## src/rtl/sysclk_pkg.sv

```systemverilog
package sysclk_pkg;
  localparam int NUM_SRC = 4;
  localparam int REG_W   = 8;

  typedef enum logic [1:0] {
    SRC_PREC = 2'd0,
    SRC_EXT  = 2'd1,
    SRC_RTC  = 2'd2,
    SRC_LP   = 2'd3
  } src_e;

  localparam logic [2:0] CODE_RSVD   = 3'b010;
  localparam logic [2:0] RST_SRC_CODE = 3'b100;
  localparam logic [2:0] RST_DIV_CODE = 3'b011;

  function automatic logic code_legal(logic [2:0] c);
    return c != CODE_RSVD;
  endfunction

  function automatic src_e code_to_src(logic [2:0] c);
    src_e s;
    if (c[2]) s = SRC_LP;
    else begin
      case (c[1:0])
        2'b00:   s = SRC_PREC;
        2'b01:   s = SRC_EXT;
        2'b11:   s = SRC_RTC;
        default: s = SRC_LP;
      endcase
    end
    return s;
  endfunction
endpackage

```

## src/rtl/sysclk_phase.sv

```systemverilog
module sysclk_phase #(
  parameter int PH_W = 7
) (
  input  logic            clk_i,
  input  logic            rst_ni,
  input  logic            tick_i,
  output logic [PH_W-1:0] cnt_o,
  output logic            wrap_o
);
  localparam logic [PH_W-1:0] CNT_MAX = {PH_W{1'b1}};

  always_ff @(posedge clk_i or negedge rst_ni) begin
    if (!rst_ni)     cnt_o <= '0;
    else if (tick_i) cnt_o <= cnt_o + 1'b1;
  end

  // wrap: this tick takes the counter back to zero
  assign wrap_o = tick_i && (cnt_o == CNT_MAX);
endmodule

```

## src/rtl/sysclk_div_ctrl.sv

```systemverilog
module sysclk_div_ctrl #(
  parameter int PH_W  = 7,
  parameter int DIV_W = 3
) (
  input  logic             clk_i,
  input  logic             rst_ni,
  input  logic             wr_i,
  input  logic [DIV_W-1:0] code_i,
  input  logic             tick_i,
  input  logic             wrap_i,
  input  logic [PH_W-1:0]  cnt_i,
  input  logic             hold_i,
  output logic [DIV_W-1:0] req_code_o,
  output logic             ready_o,
  output logic             en_o
);
  import sysclk_pkg::*;

  logic [DIV_W-1:0] act_code;
  logic             pend;
  logic [PH_W-1:0]  mask;

  always_ff @(posedge clk_i or negedge rst_ni) begin
    if (!rst_ni) begin
      req_code_o <= DIV_W'(RST_DIV_CODE);
      act_code   <= DIV_W'(RST_DIV_CODE);
      pend       <= 1'b1;
      ready_o    <= 1'b0;
    end else if (wr_i) begin
      // write wins over a coincident wrap
      req_code_o <= code_i;
      pend       <= 1'b1;
      ready_o    <= 1'b0;
    end else if (pend && wrap_i) begin
      act_code <= req_code_o;
      pend     <= 1'b0;
      ready_o  <= 1'b1;
    end
  end

  always_comb mask = ~({PH_W{1'b1}} << act_code);

  assign en_o = tick_i && !hold_i && ((cnt_i & mask) == mask);
endmodule

```

## src/rtl/sysclk_src_sw.sv

```systemverilog
module sysclk_src_sw #(
  parameter int NUM_SRC = 4
) (
  input  logic               clk_i,
  input  logic               rst_ni,
  input  logic [NUM_SRC-1:0] en_i,
  input  logic               wr_i,
  input  logic [2:0]         code_i,
  output logic [2:0]         code_o,
  output logic [NUM_SRC-1:0] sel_o,
  output logic               tick_o,
  output logic               pend_o
);
  import sysclk_pkg::*;

  logic [2:0] tgt_code;
  logic       seen_old, seen_new;
  src_e       act_src, tgt_src, wr_src;
  logic       old_hit, new_hit;

  always_comb begin
    act_src = code_to_src(code_o);
    tgt_src = code_to_src(tgt_code);
    wr_src  = code_to_src(code_i);
    old_hit = seen_old || en_i[act_src];
    new_hit = seen_new || en_i[tgt_src];
  end

  always_ff @(posedge clk_i or negedge rst_ni) begin
    if (!rst_ni) begin
      code_o   <= RST_SRC_CODE;
      tgt_code <= RST_SRC_CODE;
      pend_o   <= 1'b0;
      seen_old <= 1'b0;
      seen_new <= 1'b0;
    end else if (wr_i && code_legal(code_i)) begin
      if (wr_src == act_src) begin
        // same oscillator: relabel, drop any pending switch
        code_o <= code_i;
        pend_o <= 1'b0;
      end else begin
        tgt_code <= code_i;
        pend_o   <= 1'b1;
        seen_old <= 1'b0;
        seen_new <= 1'b0;
      end
    end else if (pend_o) begin
      if (old_hit && new_hit) begin
        code_o <= tgt_code;
        pend_o <= 1'b0;
      end
      seen_old <= old_hit;
      seen_new <= new_hit;
    end
  end

  always_comb begin
    sel_o          = '0;
    sel_o[act_src] = 1'b1;
  end

  assign tick_o = en_i[act_src];
endmodule

```

## src/rtl/sysclk_ctrl.sv

```systemverilog
module sysclk_ctrl #(
  parameter int PH_W = 7
) (
  input  logic       clk_i,
  input  logic       rst_ni,
  input  logic [3:0] src_en_i,
  input  logic       wr_en_i,
  input  logic [7:0] wr_data_i,
  output logic [7:0] rd_data_o,
  output logic [3:0] src_sel_o,
  output logic       clk_en_o
);
  import sysclk_pkg::*;

  localparam int DIV_W = 3;

  logic [PH_W-1:0]  cnt;
  logic             wrap, tick, pend;
  logic [2:0]       src_code;
  logic [DIV_W-1:0] div_code;
  logic             ready;

  sysclk_src_sw #(.NUM_SRC(NUM_SRC)) u_src (
    .clk_i  (clk_i),
    .rst_ni (rst_ni),
    .en_i   (src_en_i),
    .wr_i   (wr_en_i),
    .code_i (wr_data_i[2:0]),
    .code_o (src_code),
    .sel_o  (src_sel_o),
    .tick_o (tick),
    .pend_o (pend)
  );

  sysclk_phase #(.PH_W(PH_W)) u_phase (
    .clk_i  (clk_i),
    .rst_ni (rst_ni),
    .tick_i (tick),
    .cnt_o  (cnt),
    .wrap_o (wrap)
  );

  sysclk_div_ctrl #(.PH_W(PH_W), .DIV_W(DIV_W)) u_div (
    .clk_i      (clk_i),
    .rst_ni     (rst_ni),
    .wr_i       (wr_en_i),
    .code_i     (wr_data_i[6:4]),
    .tick_i     (tick),
    .wrap_i     (wrap),
    .cnt_i      (cnt),
    .hold_i     (pend),
    .req_code_o (div_code),
    .ready_o    (ready),
    .en_o       (clk_en_o)
  );

  assign rd_data_o = {ready, div_code, 1'b0, src_code};
endmodule

```

## config.mk

```make
export PLATFORM = sky130hd
export DESIGN_NAME = sysclk_ctrl
export DESIGN_NICKNAME = d
export VERILOG_FILES = /design/src/rtl/sysclk_pkg.sv /design/src/rtl/sysclk_phase.sv /design/src/rtl/sysclk_div_ctrl.sv /design/src/rtl/sysclk_src_sw.sv /design/src/rtl/sysclk_ctrl.sv
export SDC_FILE = /design/constraint.sdc
export NUM_CORES = 1
export LEC_CHECK = 0
export BUFFER_PORTS_ARGS = -buffer_cell sky130_fd_sc_hd__buf_2
export CORE_ASPECT_RATIO = 2
export CORE_MARGIN = 2
export CORE_UTILIZATION = 25
export CTS_CLUSTER_SIZE = 25
export DETAILED_ROUTE_END_ITERATION = 10
export PLACE_DENSITY = 0.51
export SYNTH_ARGS = -nofsm -noshare
export SYNTH_HDL_FRONTEND = slang
export SYNTH_SLANG_ARGS = --single-unit
```

## constraint.sdc

```tcl
create_clock -name clk_i -period 6 [get_ports clk_i]
set_input_delay 0.3 -clock clk_i [delete_from_list [all_inputs] [get_ports clk_i]]
set_output_delay 0.3 -clock clk_i [all_outputs]
set_load 0.02 [all_outputs]
```

# Yosys cells after proc, flatten, opt, wreduce, memory -nomap -nowiden

Index checks and enable logic that the tools add are counted.

Bits in registers: 24
Input bits: 15

Add/subtract/negate cells: 1
$lt $le $gt $ge: 3
Eq/ne operators: 12
Shift operators: 1
Muxes and demuxes: 29
Bitwise gates (word level): 4
Reduce and logical (&&, ||, !) cells: 20

Operators by type and width:

| operator                                                                     | number |
|---|---|
| 2-bit case mux with 3 select lines                                           | 3 |
| 1-bit 2-to-1 mux                                                             | 16 |
| 3-bit 2-to-1 mux                                                             | 4 |
| 7-bit by 1-bit adder with 7-bit output, second input constant                | 1 |
| 7-bit AND                                                                    | 1 |
| 7-bit equality test                                                          | 1 |
| 7-bit equality test, second input constant                                   | 1 |
| 1-bit logical AND                                                            | 7 |
| 7-bit NOT                                                                    | 1 |
| 7-bit by 3-bit left shift with 7-bit output, first input constant            | 1 |
| 2-bit by 1-bit equality test with 1-bit output, second input constant        | 3 |
| 2-bit equality test, second input constant                                   | 3 |
| 2-bit zero test                                                              | 3 |
| 2-bit by 3-bit less-than comparator with 1-bit output, second input constant | 2 |
| 2-bit 2-to-1 mux                                                             | 3 |
| 2-bit AND reduction                                                          | 3 |
| 2-bit nonzero test                                                           | 3 |
| 1-bit binary-select mux with 2-bit select                                    | 2 |
| 2-bit inequality test, second input constant                                 | 2 |
| 3-bit by 2-bit inequality test with 1-bit output, second input constant      | 1 |
| 3-bit AND reduction                                                          | 1 |
| 1-bit demux with 2-bit select                                                | 1 |
| 2-bit equality test                                                          | 1 |
| 2-bit by 1-bit >= comparator with 1-bit output, second input constant        | 1 |
| other kinds (3)                                                              | 5 |

# Logic depth before layout (Yosys ltp)

Gate-level depths: netlist (run 1).

Word-level depth: 10
Mapped depth: 8
Depth with buffers taken out: 8

# Cells and area by module

A second synthesis (run 1) with hierarchy kept.

Cells, all modules: 137
Area, all modules: 1,556.5 um^2

Modules (own cells, without submodules):

| module          | times used | cells an instance | area an instance (um^2) | sequential area each (um^2) |
|---|---|---|---|---|
| sysclk_src_sw   | 1          | 78                | 842.1                   | 227.7 |
| sysclk_div_ctrl | 1          | 32                | 391.6                   | 206.4 |
| sysclk_phase    | 1          | 24                | 304.0                   | 175.2 |
| sysclk_ctrl     | 1          | 3                 | 18.8                    | 0.0 |

# Worst setup path before layout (run 1)

No wires, ideal clock.

Path kind: register to register
Start point: register u_src.code_o[0]
End point: register u_div.act_code[2]
Setup time: 0.125 ns
Arrival: 2.193 ns
Data required time: 5.875 ns
Setup slack: 3.681 ns
Stages on the path, launching flop included: 8
Cells stage by stage: dfrtp_1 inv_1 ha_1 nor3_4 mux2i_4 and4_4 and3_4 mux2_4

Longest elaborated chain between the ends: 8
Elaborated cells between the ends (all ways): 10

Ends and longest elaborated chain:

| what                                              | line                  | source |
|---|---|---|
| start: declaration                                | sysclk_src_sw.sv:9    | `output logic [2:0] code_o,` |
| start signal: assignment                          | sysclk_src_sw.sv:39   | `code_o <= code_i;` |
| start signal: assignment                          | sysclk_src_sw.sv:49   | `code_o <= tgt_code;` |
| 2-bit equality test, or another cell as far along | sysclk_pkg.sv:24      | `case (c[1:0])` |
| 2-bit case mux with 3 select lines *              | sysclk_pkg.sv:24      |  |
| 2-bit 2-to-1 mux *                                | sysclk_pkg.sv:22      | `if (c[2]) s = SRC_LP;` |
| 1-bit binary-select mux with 2-bit select *       | sysclk_src_sw.sv:62   | `assign tick_o = en_i[act_src];` |
| 1-bit 2-to-1 mux (implied by the code) *          | sysclk_src_sw.sv:62   |  |
| 1-bit logical AND *                               | sysclk_phase.sv:18    | `assign wrap_o = tick_i && (cnt_o == CNT_MAX);` |
| 1-bit logical AND *                               | sysclk_div_ctrl.sv:34 | `end else if (pend && wrap_i) begin` |
| 2-bit AND reduction (no source line) *            | -                     |  |
| end signal: assignment                            | sysclk_div_ctrl.sv:26 | `act_code <= DIV_W'(RST_DIV_CODE);` |
| end signal: assignment                            | sysclk_div_ctrl.sv:35 | `act_code <= req_code_o;` |
| end: declaration                                  | sysclk_div_ctrl.sv:19 | `logic [DIV_W-1:0] act_code;` |

Mark *: on every way between the ends. The rest lies on a longest branch, timed or not. The select of a mux whose other input is x is not followed.
A chain may end at the register's enable or synchronous reset.

# Worst setup path after layout (run 1)

Ends and elaborated chain as after synthesis.

==> results of run 1 <==
## state kept, by name, summed over array words and instances, names as in the netlist
register	flops
u_div.act_code	3
u_div.pend	1
u_div.ready_o	1
u_div.req_code_o	3
u_phase.cnt_o	7
u_src.code_o	3
u_src.pend_o	1
u_src.seen_new	1
u_src.seen_old	1
u_src.tgt_code	3
## layout by cell type, fill, tap and decap left out, drive strengths merged, types with 3 or more instances in the layout
cell	count
nor2	10
a21oi	7
mux2i	5
dfrtp	17
mux2	11
nand4	3
inv	8
clkbuf	4
ha	6
xnor2	6
nor3	4
buf	24
nand2	8
dfstp	7
o21ai	6
## final timing paths
kind                                              from                         endpoint  slack (ps)
setup / recovery           u_src.code_o[0]$_DFFE_PN0P_    u_div.act_code[2]$_DFFE_PN0P_        3570
hold reg to reg              u_div.ready_o$_DFFE_PN0P_        u_div.ready_o$_DFFE_PN0P_         490
max in group asynchronous                       rst_ni    u_src.tgt_code[2]$_DFFE_PN1P_        5610
hold / removal                                  rst_ni     u_phase.cnt_o[4]$_DFFE_PN0P_          20
min in group clk_i                        wr_data_i[6]  u_div.req_code_o[2]$_DFFE_PN0P_         260
setup reg to reg           u_src.code_o[0]$_DFFE_PN0P_    u_div.act_code[2]$_DFFE_PN0P_        3570
## cells by family (layout without fill, tap and decap cells)
logic type | Yosys count | count (layout)
AND/OR/NAND/NOR | 41 | 41
flip-flops | 24 | 24
AO/OA/AOI/OAI | 21 | 21
multiplexers | 16 | 16
buffers and inverters | 11 | 36
XOR/XNOR | 7 | 7
adder cells (fa/ha/maj) | 6 | 6
other | 1 | 1
## cell type report
cell class | instances | area [um^2]
Clock buffer | 4 | 55.05
Timing Repair Buffer | 24 | 120.1
Sequential cell | 24 | 609.3
Inverter | 8 | 30.03
Multi-Input combinational cell | 92 | 735.7
Tap cell | 60 | 75.07
Fill cell | 595 | 3795
## worst register-to-register path, delay by kind of cell, from the launching register on
kind                     cells  cell delay (ps)
buffers and inverters        1               60
AND/OR/NAND/NOR              3              770
multiplexers                 3              790
adder cells (fa/ha/maj)      1              330
flip-flops                   1              380
## per-stage QoR
stage               setup slack (ps)  total power, uW  utilization  hold slack (ps)  std cells
detailed placement              3579            746.9       0.2897            335.8        208
global route                    3371            920.3       0.2999            68.49        212
floorplan                       3681            622.7            -            4.409        127
CTS                             3540            861.4       0.2999            45.45        212
global placement                3551            744.5       0.2897            329.5        208
finish                          3570            845.3       0.2999            18.85        212
## power breakdown
part           internal (uW)  leakage, uW  switching [uW]
logic                    193     0.000404             250
clock network           58.5    0.0000288            50.8
registers                225     0.000285            67.9
## per-layer routing
metal	vias up	part of all wire	track usage
met5	-	0	0
met4	0	0.010	0.03987
met3	2	0.028	0.01176
met2	16	0.58	0.2043
met1	495	0.38	0.1127
li1	495	-	-
==> flow_summary.json, run 1 <==
{
  "status": "finished clean",
  "diodes": 0,
  "start_util": 0.2578,
  "synth_top_family_by_area": "simple AND/OR/NAND/NOR gates",
  "core_um2": 5420,
  "synth_compound_area_frac": 0.1047,
  "dp_hpwl_um": 2314,
  "critPathKind": "flip-flop to flip-flop",
  "synth_common_cells": "dfrtp_1, nor2_1, inv_1, nand2_1",
  "cts_resized": 0,
  "nets": 174,
  "worst_setup_path_start_kind": "flip-flop",
  "final_area_um2": 1625,
  "path_clk_slew_ps": 80,
  "synth.avg_cell_area_um2": 11.00,
  "yosysMostFrequentCell": "dfrtp_1",
  "syn_area_um2": 1398,
  "rows": 38,
  "die_y_um": 109.7,
  "routedWlPerCell_um": 14.05,
  "fin_crit_sh": 0.4050,
  "crit_buf_inv": 1,
  "crit_cells": 8,
  "clock_path_buffers": 2,
  "hold_viol": 0,
  "drive_above_1_share": 0.3553,
  "post_cts.repair.setup_buffers": 0,
  "leakagePower_uw": 0.0007179,
  "route.antenna.remaining_nets": 0,
  "yosysSeqAreaShare": 0.4360,
  "skew_ps": 1.420,
  "rsz0062_at_grt": "false",
  "synthAdderAreaFrac": 0.05372,
  "fmax_ghz": 0.4115,
  "setup_viol": 0,
  "dieArea_um2": 6241,
  "tritoncts": "done",
  "cts_buffers": 3,
  "cp.required_ps": 6150,
  "area_growth_pct": 16.29,
  "place_area_um2": 1570,
  "ys_ff_latch": 24,
  "num_vias": 1008,
  "cts_num_sinks": 24,
  "ys_top_cells_by_area": "dfrtp_1, dfstp_2, ha_1, mux2_2, xnor2_1",
  "grt_pass1_vias": 1055,
  "cp_max_fo": 9,
  "synth_top_cell_area_share": 0.3044,
  "synth.distinct_cells": 43,
  "cpMaxStageDelayCell": "dfrtp_1",
  "grt_usage": 0.1050,
  "synth_edf_count": 0,
  "syn_nets": 148,
  "synth_top_cell_by_area": "dfrtp_1",
  "routed_wirelength_um": 2978,
  "layout_min_cycle_time_ps": 2430,
  "h-tree-depth": 1,
  "synth-main-ff-cell": "dfrtp_1",
  "async_flop_share": 1.000,
  "avgViaCountPerCell": 4.755,
  "grt_max_degree": 25,
  "drv_slew": 0,
  "crit_chain": "inv_1, ha_1, nor2b_4, mux2i_1, mux2i_4, and4_4, and3_4, mux2_4",
  "grt_pass1_wl_um": 5147,
  "ir_worst_vdd_uv": 283.0,
  "place.gp.congestion": 0.7343,
  "synth_warnings": 0,
  "route.detailed.drc": 0,
  "worstPathArrival_ps": 2580,
  "powerDensity_nw_per_um2": 520.1,
  "firstDrtPassIters": 4,
  "drtIter0Drc": 12,
  "final.setup.tns_ps": 0,
  "cp_top_family": "multiplexers",
  "min_path_type": "primary input to async pin",
  "grt_antenna_before_repair": 0,
  "syn-instance-count": 127,
  "io_buffers": 24,
  "worstSetupEndpointType": "flip-flop",
  "hold_buffers": 0,
  "worst_pin_slew_ps": 651.9,
  "r2r_cells": 8,
  "gr-total-overflow": 0,
  "io_pins": 28,
  "max_slew_margin": 0.5630,
  "synth_xor_area_frac": 0.04387,
  "drv_cap": 0,
  "clkLatencyLatePin_ps": 260,
  "fp.dieW_um": 56.87,
  "critPathMaxStageDelay_ps": 380,
  "cts-root-buf": "clkbuf_8",
  "synth_mux_area_frac": 0.1415,
  "synthSimpleGateAreaFrac": 0.1799
}
No activity file was read; power rests on OpenSTA's default activity.
==> run 2, diff against run 1 <==
- ABC_AREA: default -> 1
- clock period: 6 -> 2.4 ns (I/O delays scaled with it)
==> run 2 against run 1 <==
Via count is 13% higher. Critical path depth is 2 higher. Sequential share of layout area is 1.0 points lower. Power grew to 2.5 times the previous value. Combinational power grew to 2.6 times the previous value. Core utilization is 0.83 points higher. Largest cell class unchanged.
==> flow_summary.json, run 2 <==
{
  "critPathKind": "flip-flop to output port",
  "io_buffers": 24,
  "avgViaCountPerCell": 4.413,
  "regMostFlops": "u_phase.cnt_o",
  "syn_area_um2": 1406,
  "firstDrtPassIters": 4,
  "power_switching_uw": 978.1,
  "grt_pass1_wl_um": 5119,
  "dp_slack_ps": 341.8,
  "setup_viol": 0,
  "tritoncts": "done",
  "io_pins": 28,
  "routed_wirelength_um": 2994,
  "seq_power_share": 0.306,
  "syn_nets": 193,
  "gr-total-overflow": 0,
  "skew_ps": 8.199,
  "cp.required_ps": 2280,
  "comb_power_share": 0.529,
  "start_util": 0.2595,
  "powerDensity_nw_per_um2": 1285,
  "worst_pin_slew_ps": 545.7,
  "drv_cap": 0,
  "leakagePower_uw": 0.0008713,
  "ys_top_cells_by_area": "dfrtp_1, dfstp_2, nand2_1, inv_1, ha_1",
  "synth_top_cell_area_share": 0.3025,
  "grt_antenna_before_repair": 0,
  "power_frac_clock": 0.165,
  "max_slew_margin": 0.6362,
  "synth.distinct_cells": 28,
  "mostFrequentLayoutCells": "nand2_1, buf_2, inv_1, dfrtp_1, o21ai_0",
  "syn-instance-count": 172,
  "fmax_ghz": 0.4492,
  "yosysSeqAreaShare": 0.4333,
  "rsz0062_at_grt": "false",
  "grt_usage": 0.1034,
  "fin_crit_sh": 0.9276,
  "synth_common_cells": "nand2_1, inv_1, dfrtp_1",
  "worstPathArrival_ps": 2110,
  "diodes": 0,
  "clkLatencyLatePin_ps": 270,
  "layout_min_cycle_time_ps": 2226,
  "core_um2": 5420,
  "synth.avg_cell_area_um2": 8.176,
  "synth_top_cell_by_area": "dfrtp_1",
  "h-tree-depth": 1,
  "cp_max_fo": 6,
  "nets": 221,
  "finalWorstSetupSlack_ps": 173.8,
  "fp.dieW_um": 57.04,
  "clock_path_buffers": 2,
  "routedWlPerCell_um": 11.56,
  "place_inst": 254,
  "place_area_um2": 1583,
  "cts_buffers": 3,
  "grt_pass1_vias": 1168,
  "ys_ff_latch": 24,
  "p_int_uw": 1168,
  "drtIter0Drc": 15,
  "route.detailed.drc": 0,
  "ir_worst_vdd_uv": 511.5,
  "synth-main-ff-cell": "dfrtp_1",
  "rows": 38,
  "path_clk_slew_ps": 90,
  "switching_share": 0.4557,
  "die_y_um": 110.1,
  "drv_slew": 0,
  "post_cts.repair.setup_buffers": 0,
  "async_flop_share": 1.000,
  "synth_warnings": 0,
  "min_path_type": "primary input to flip-flop",
  "dp_hpwl_um": 2405,
  "synth_edf_count": 0,
  "num_vias": 1143,
  "grt_max_degree": 25,
  "layout_commonest_cell": "nand2_1",
  "worst_setup_path_start_kind": "flip-flop",
  "cts_num_sinks": 24,
  "dieArea_um2": 6278,
  "cts-root-buf": "clkbuf_8",
  "worstSetupEndpointType": "output port",
  "drive_above_1_share": 0.2613,
  "status": "finished clean",
  "largest_reg_flops": 7,
  "fin_cells": 259,
  "yosysMostFrequentCell": "nand2_1",
  "hold_viol": 0,
  "final_area_um2": 1670,
  "place.gp.congestion": 0.8160,
  "area_growth_pct": 18.77,
  "route.antenna.remaining_nets": 0,
  "power_uw": 2146,
  "final.setup.tns_ps": 0
}
-- run 2: timing repair --
item / 4_1_cts / 5_1_grt
setup endpoints to repair: 0 / 1
endpoints found under the hold margin: 17 / 0
hold buffers: 1 / 0
resized for setup: 0 / 1
-- run 2: area by class of cell --
class	count	area [um^2]
Clock buffer	3	41.29
Sequential cell	24	609.3
Tap cell	60	75.07
Timing Repair Buffer	26	137.6
Inverter	26	100.1
Clock inverter	1	30.03
Multi-Input combinational cell	119	676.9
Fill cell	609	3750
-- run 2: stage by stage --
stage,hold slack [ps],util
floorplan,-175.6,-
global placement,135.4,0.2920
detailed placement,139.7,0.2920
CTS,54.02,0.3070
global route,72.33,0.3082
finish,58.46,0.3082
-- run 2: worst max-delay path: stages (launching register included) --
cell and delay, ps:
dfrtp_1 400, inv_1 60, ha_1 360, nand2_4 130, nand2_1 50, nand2_1 50
nand2_1 80, nand2_2 160, inv_4 80, nor4_2 260, buf_2 220
-- run 2: cell families (layout without fill, tap and decap cells) --
group / count (synthesis) / in the layout / share of synthesized area
AND/OR/NAND/NOR: 81 / 81 / 0.2749
buffers and inverters: 29 / 56 / 0.08986
flip-flops: 24 / 24 / 0.4333
AO/OA/AOI/OAI: 23 / 23 / 0.09609
XOR/XNOR: 8 / 8 / 0.04982
adder cells (fa/ha/maj): 6 / 6 / 0.05338
other: 1 / 1 / 0.002666
-- run 2: worst paths after layout --
check	from	end	slack [ps]	depth (start not counted)
setup / recovery	u_src.code_o[0]$_DFFE_PN0P_	clk_en_o	170	10
hold / removal	wr_data_i[5]	u_div.req_code_o[1]$_DFFE_PN1P_	60	3
setup reg to reg	u_src.code_o[0]$_DFFE_PN0P_	u_src.seen_new$_DFFE_PN0P_	560	7
hold reg to reg	u_phase.cnt_o[5]$_DFFE_PN0P_	u_phase.cnt_o[5]$_DFFE_PN0P_	480	1
max in group asynchronous	rst_ni	u_src.code_o[2]$_DFFE_PN1P_	1650	2
min in group asynchronous	rst_ni	u_phase.cnt_o[6]$_DFFE_PN0P_	370	2
-- run 2: per-layer routing --
metal	GRT usage	routed length [um]	up-vias
met4	0.05482	46	0
met5	0	0	-
met1	0.1066	1119	534
li1	-	-	593
met2	0.1995	1758	14
met3	0.009335	69	2
-- run 2: power by group through the flow --
stage | Combinational [uW] | Clock (uW) | Sequential (uW)
floorplan | 849 | 0 | 675
global placement | 1120 | 0 | 665
detailed placement | 1140 | 0 | 667
CTS | 1150 | 366 | 659
global route | 1290 | 377 | 681
finish | 1140 | 353 | 657
==> run 3, diff against run 2 <==
- CORE_ASPECT_RATIO: 2 -> 0.9
==> run 3 against run 2 <==
Clock power fell by 24%. Setup slack improved by 62 ps. Hold slack better by 4.9 ps. Clock skew decreased by 5.2 ps. Largest cell class unchanged. Die area is 0.57% lower. Power down 4.7%. Highest routed layer unchanged.
==> flow_summary.json, run 3 (same netlist as run 2, synthesis figures left out) <==
{
  "rsz0062_at_grt": "false",
  "skew_ps": 2.993,
  "dp_hpwl_um": 2166,
  "cpMaxStageDelayCell": "dfrtp_1",
  "dieArea_um2": 6242,
  "place.gp.congestion": 0.7596,
  "clock_path_buffers": 2,
  "cp_top_family": "simple AND/OR/NAND/NOR gates",
  "holdWs_ps": 63.32,
  "switching_share": 0.4666,
  "fmax_ghz": 0.4620,
  "nets": 221,
  "setup_viol": 0,
  "fin_crit_sh": 0.9019,
  "min_path_type": "primary input to flip-flop",
  "leakagePower_uw": 0.0008643,
  "cp_max_fo": 6,
  "cts-root-buf": "clkbuf_8",
  "gr-total-overflow": 0,
  "diodes": 0,
  "mostFrequentLayoutCells": "nand2_1, buf_2, inv_1, dfrtp_1, o21ai_0",
  "final_core_util": 0.3109,
  "drv_cap": 0,
  "regMostFlops": "u_phase.cnt_o",
  "ir_worst_vdd_uv": 310.4,
  "p_int_uw": 1091,
  "grt_pass1_wl_um": 4899,
  "status": "finished clean",
  "drtIter0Drc": 29,
  "worst_pin_slew_ps": 527.7,
  "comb_power_share": 0.547,
  "crit_top_cell": "nand2_1",
  "power_switching_uw": 954.0,
  "fp.dieW_um": 83.06,
  "area_growth_pct": 18.24,
  "worstSetupEndpointType": "output port",
  "core_um2": 5349,
  "grt_pass1_vias": 1150,
  "hold_viol": 0,
  "die_y_um": 75.16,
  "cts_num_sinks": 24,
  "place_area_um2": 1592,
  "largest_reg_flops": 7,
  "powerDensity_nw_per_um2": 1230,
  "route.detailed.drc": 0,
  "critPathMaxStageDelay_ps": 410,
  "critPathKind": "flip-flop to output port",
  "avgViaCountPerCell": 4.180,
  "clkLatencyLatePin_ps": 260,
  "worst_setup_path_start_kind": "flip-flop",
  "drive_above_1_share": 0.2613,
  "max_slew_margin": 0.6482,
  "worstPathArrival_ps": 2040,
  "power_uw": 2045,
  "post_cts.repair.setup_buffers": 0,
  "h-tree-depth": 1,
  "grt_usage": 0.09733,
  "cts_buffers": 3,
  "grt_max_degree": 25,
  "final.setup.tns_ps": 0,
  "routedWlPerCell_um": 10.16,
  "num_vias": 1112,
  "power_frac_clock": 0.132,
  "io_buffers": 24,
  "route.antenna.remaining_nets": 0,
  "rows": 25,
  "firstDrtPassIters": 4,
  "drv_slew": 0,
  "routed_wirelength_um": 2702,
  "layout_commonest_cell": "nand2_1",
  "start_util": 0.2629,
  "layout_min_cycle_time_ps": 2164,
  "path_clk_slew_ps": 80,
  "grt_antenna_before_repair": 0,
  "final_area_um2": 1663,
  "crit_buf_inv": 3,
  "cp.required_ps": 2280,
  "tritoncts": "done",
  "io_pins": 28,
  "crit_chain": "inv_1, ha_1, nand2_4, nand2_1, nand2_1, nand2_1, nand2_2, inv_4, nor4_2, buf_2",
  "seq_power_share": 0.321
}
-- run 3: cell count changes in the layout (fill, tap and decap cells not counted), sizes merged --
cell / before / now
clkbuf: 3 / 4
bufinv: 1 / 0
-- run 3: stage by stage --
step                cells  worst slack (ps)
floorplan             172             247.8
global placement      261             446.5
detailed placement    261             430.7
CTS                   266             123.5
global route          266             1.126
finish                266             235.5
-- run 3: worst reg2reg max path, stage by stage (launching register included) --
cell	delay [ps]
dfrtp_1	410
inv_1	60
ha_1	380
nand2_4	100
xor2_1	180
o21ai_2	270
nand3_1	200
nand2_1	90
nand2_1	50
-- run 3: what timing repair did --
| action | 4_1_cts | 5_1_grt |
|---|---|---|
| hold buffers | 1 | 0 |
| hold endpoints to repair | 17 | 0 |
| endpoints found under the setup margin | 0 | 1 |
| resized for setup | 0 | 1 |
-- run 3: metal layers --
metal	global-route usage	routed length, um	vias to the layer above
met5	0	0	-
met4	0.02732	23	0
met3	0.02522	118	2
met2	0.1586	1110	21
met1	0.1301	1449	496
li1	-	-	593
-- run 3: layout make-up --
| type | instances | area [um^2] |
|---|---|---|
| fill | 579 | 3686 |
| multi-input combinational | 119 | 676.9 |
| sequential | 24 | 609.3 |
| timing repair buffer | 26 | 137.6 |
| inverter | 26 | 100.1 |
| tap | 67 | 83.83 |
| clock buffer | 4 | 55.05 |
-- run 3: path summary, 6_finish.rpt --
kind,from,to,slack (ps),depth (start not counted)
setup reg to reg,u_src.code_o[0]$_DFFE_PN0P_,u_src.code_o[0]$_DFFE_PN0P_,570,8
hold / removal,wr_data_i[6],u_div.req_code_o[2]$_DFFE_PN0P_,60,3
hold reg to reg,u_phase.cnt_o[5]$_DFFE_PN0P_,u_phase.cnt_o[5]$_DFFE_PN0P_,470,1
min in group asynchronous,rst_ni,u_phase.cnt_o[2]$_DFFE_PN0P_,360,2
max in group asynchronous,rst_ni,u_div.req_code_o[1]$_DFFE_PN1P_,1670,2
setup / recovery,u_src.code_o[0]$_DFFE_PN0P_,clk_en_o,240,10
-- run 3: power groups by stage --
stage	Clock, uW	Combinational [uW]	Sequential, uW
after floorplan	0	849	675
after global placement	0	1120	663
after detailed placement	0	1130	666
after CTS	286	1130	659
after global routing	299	1280	678
final	270	1120	656
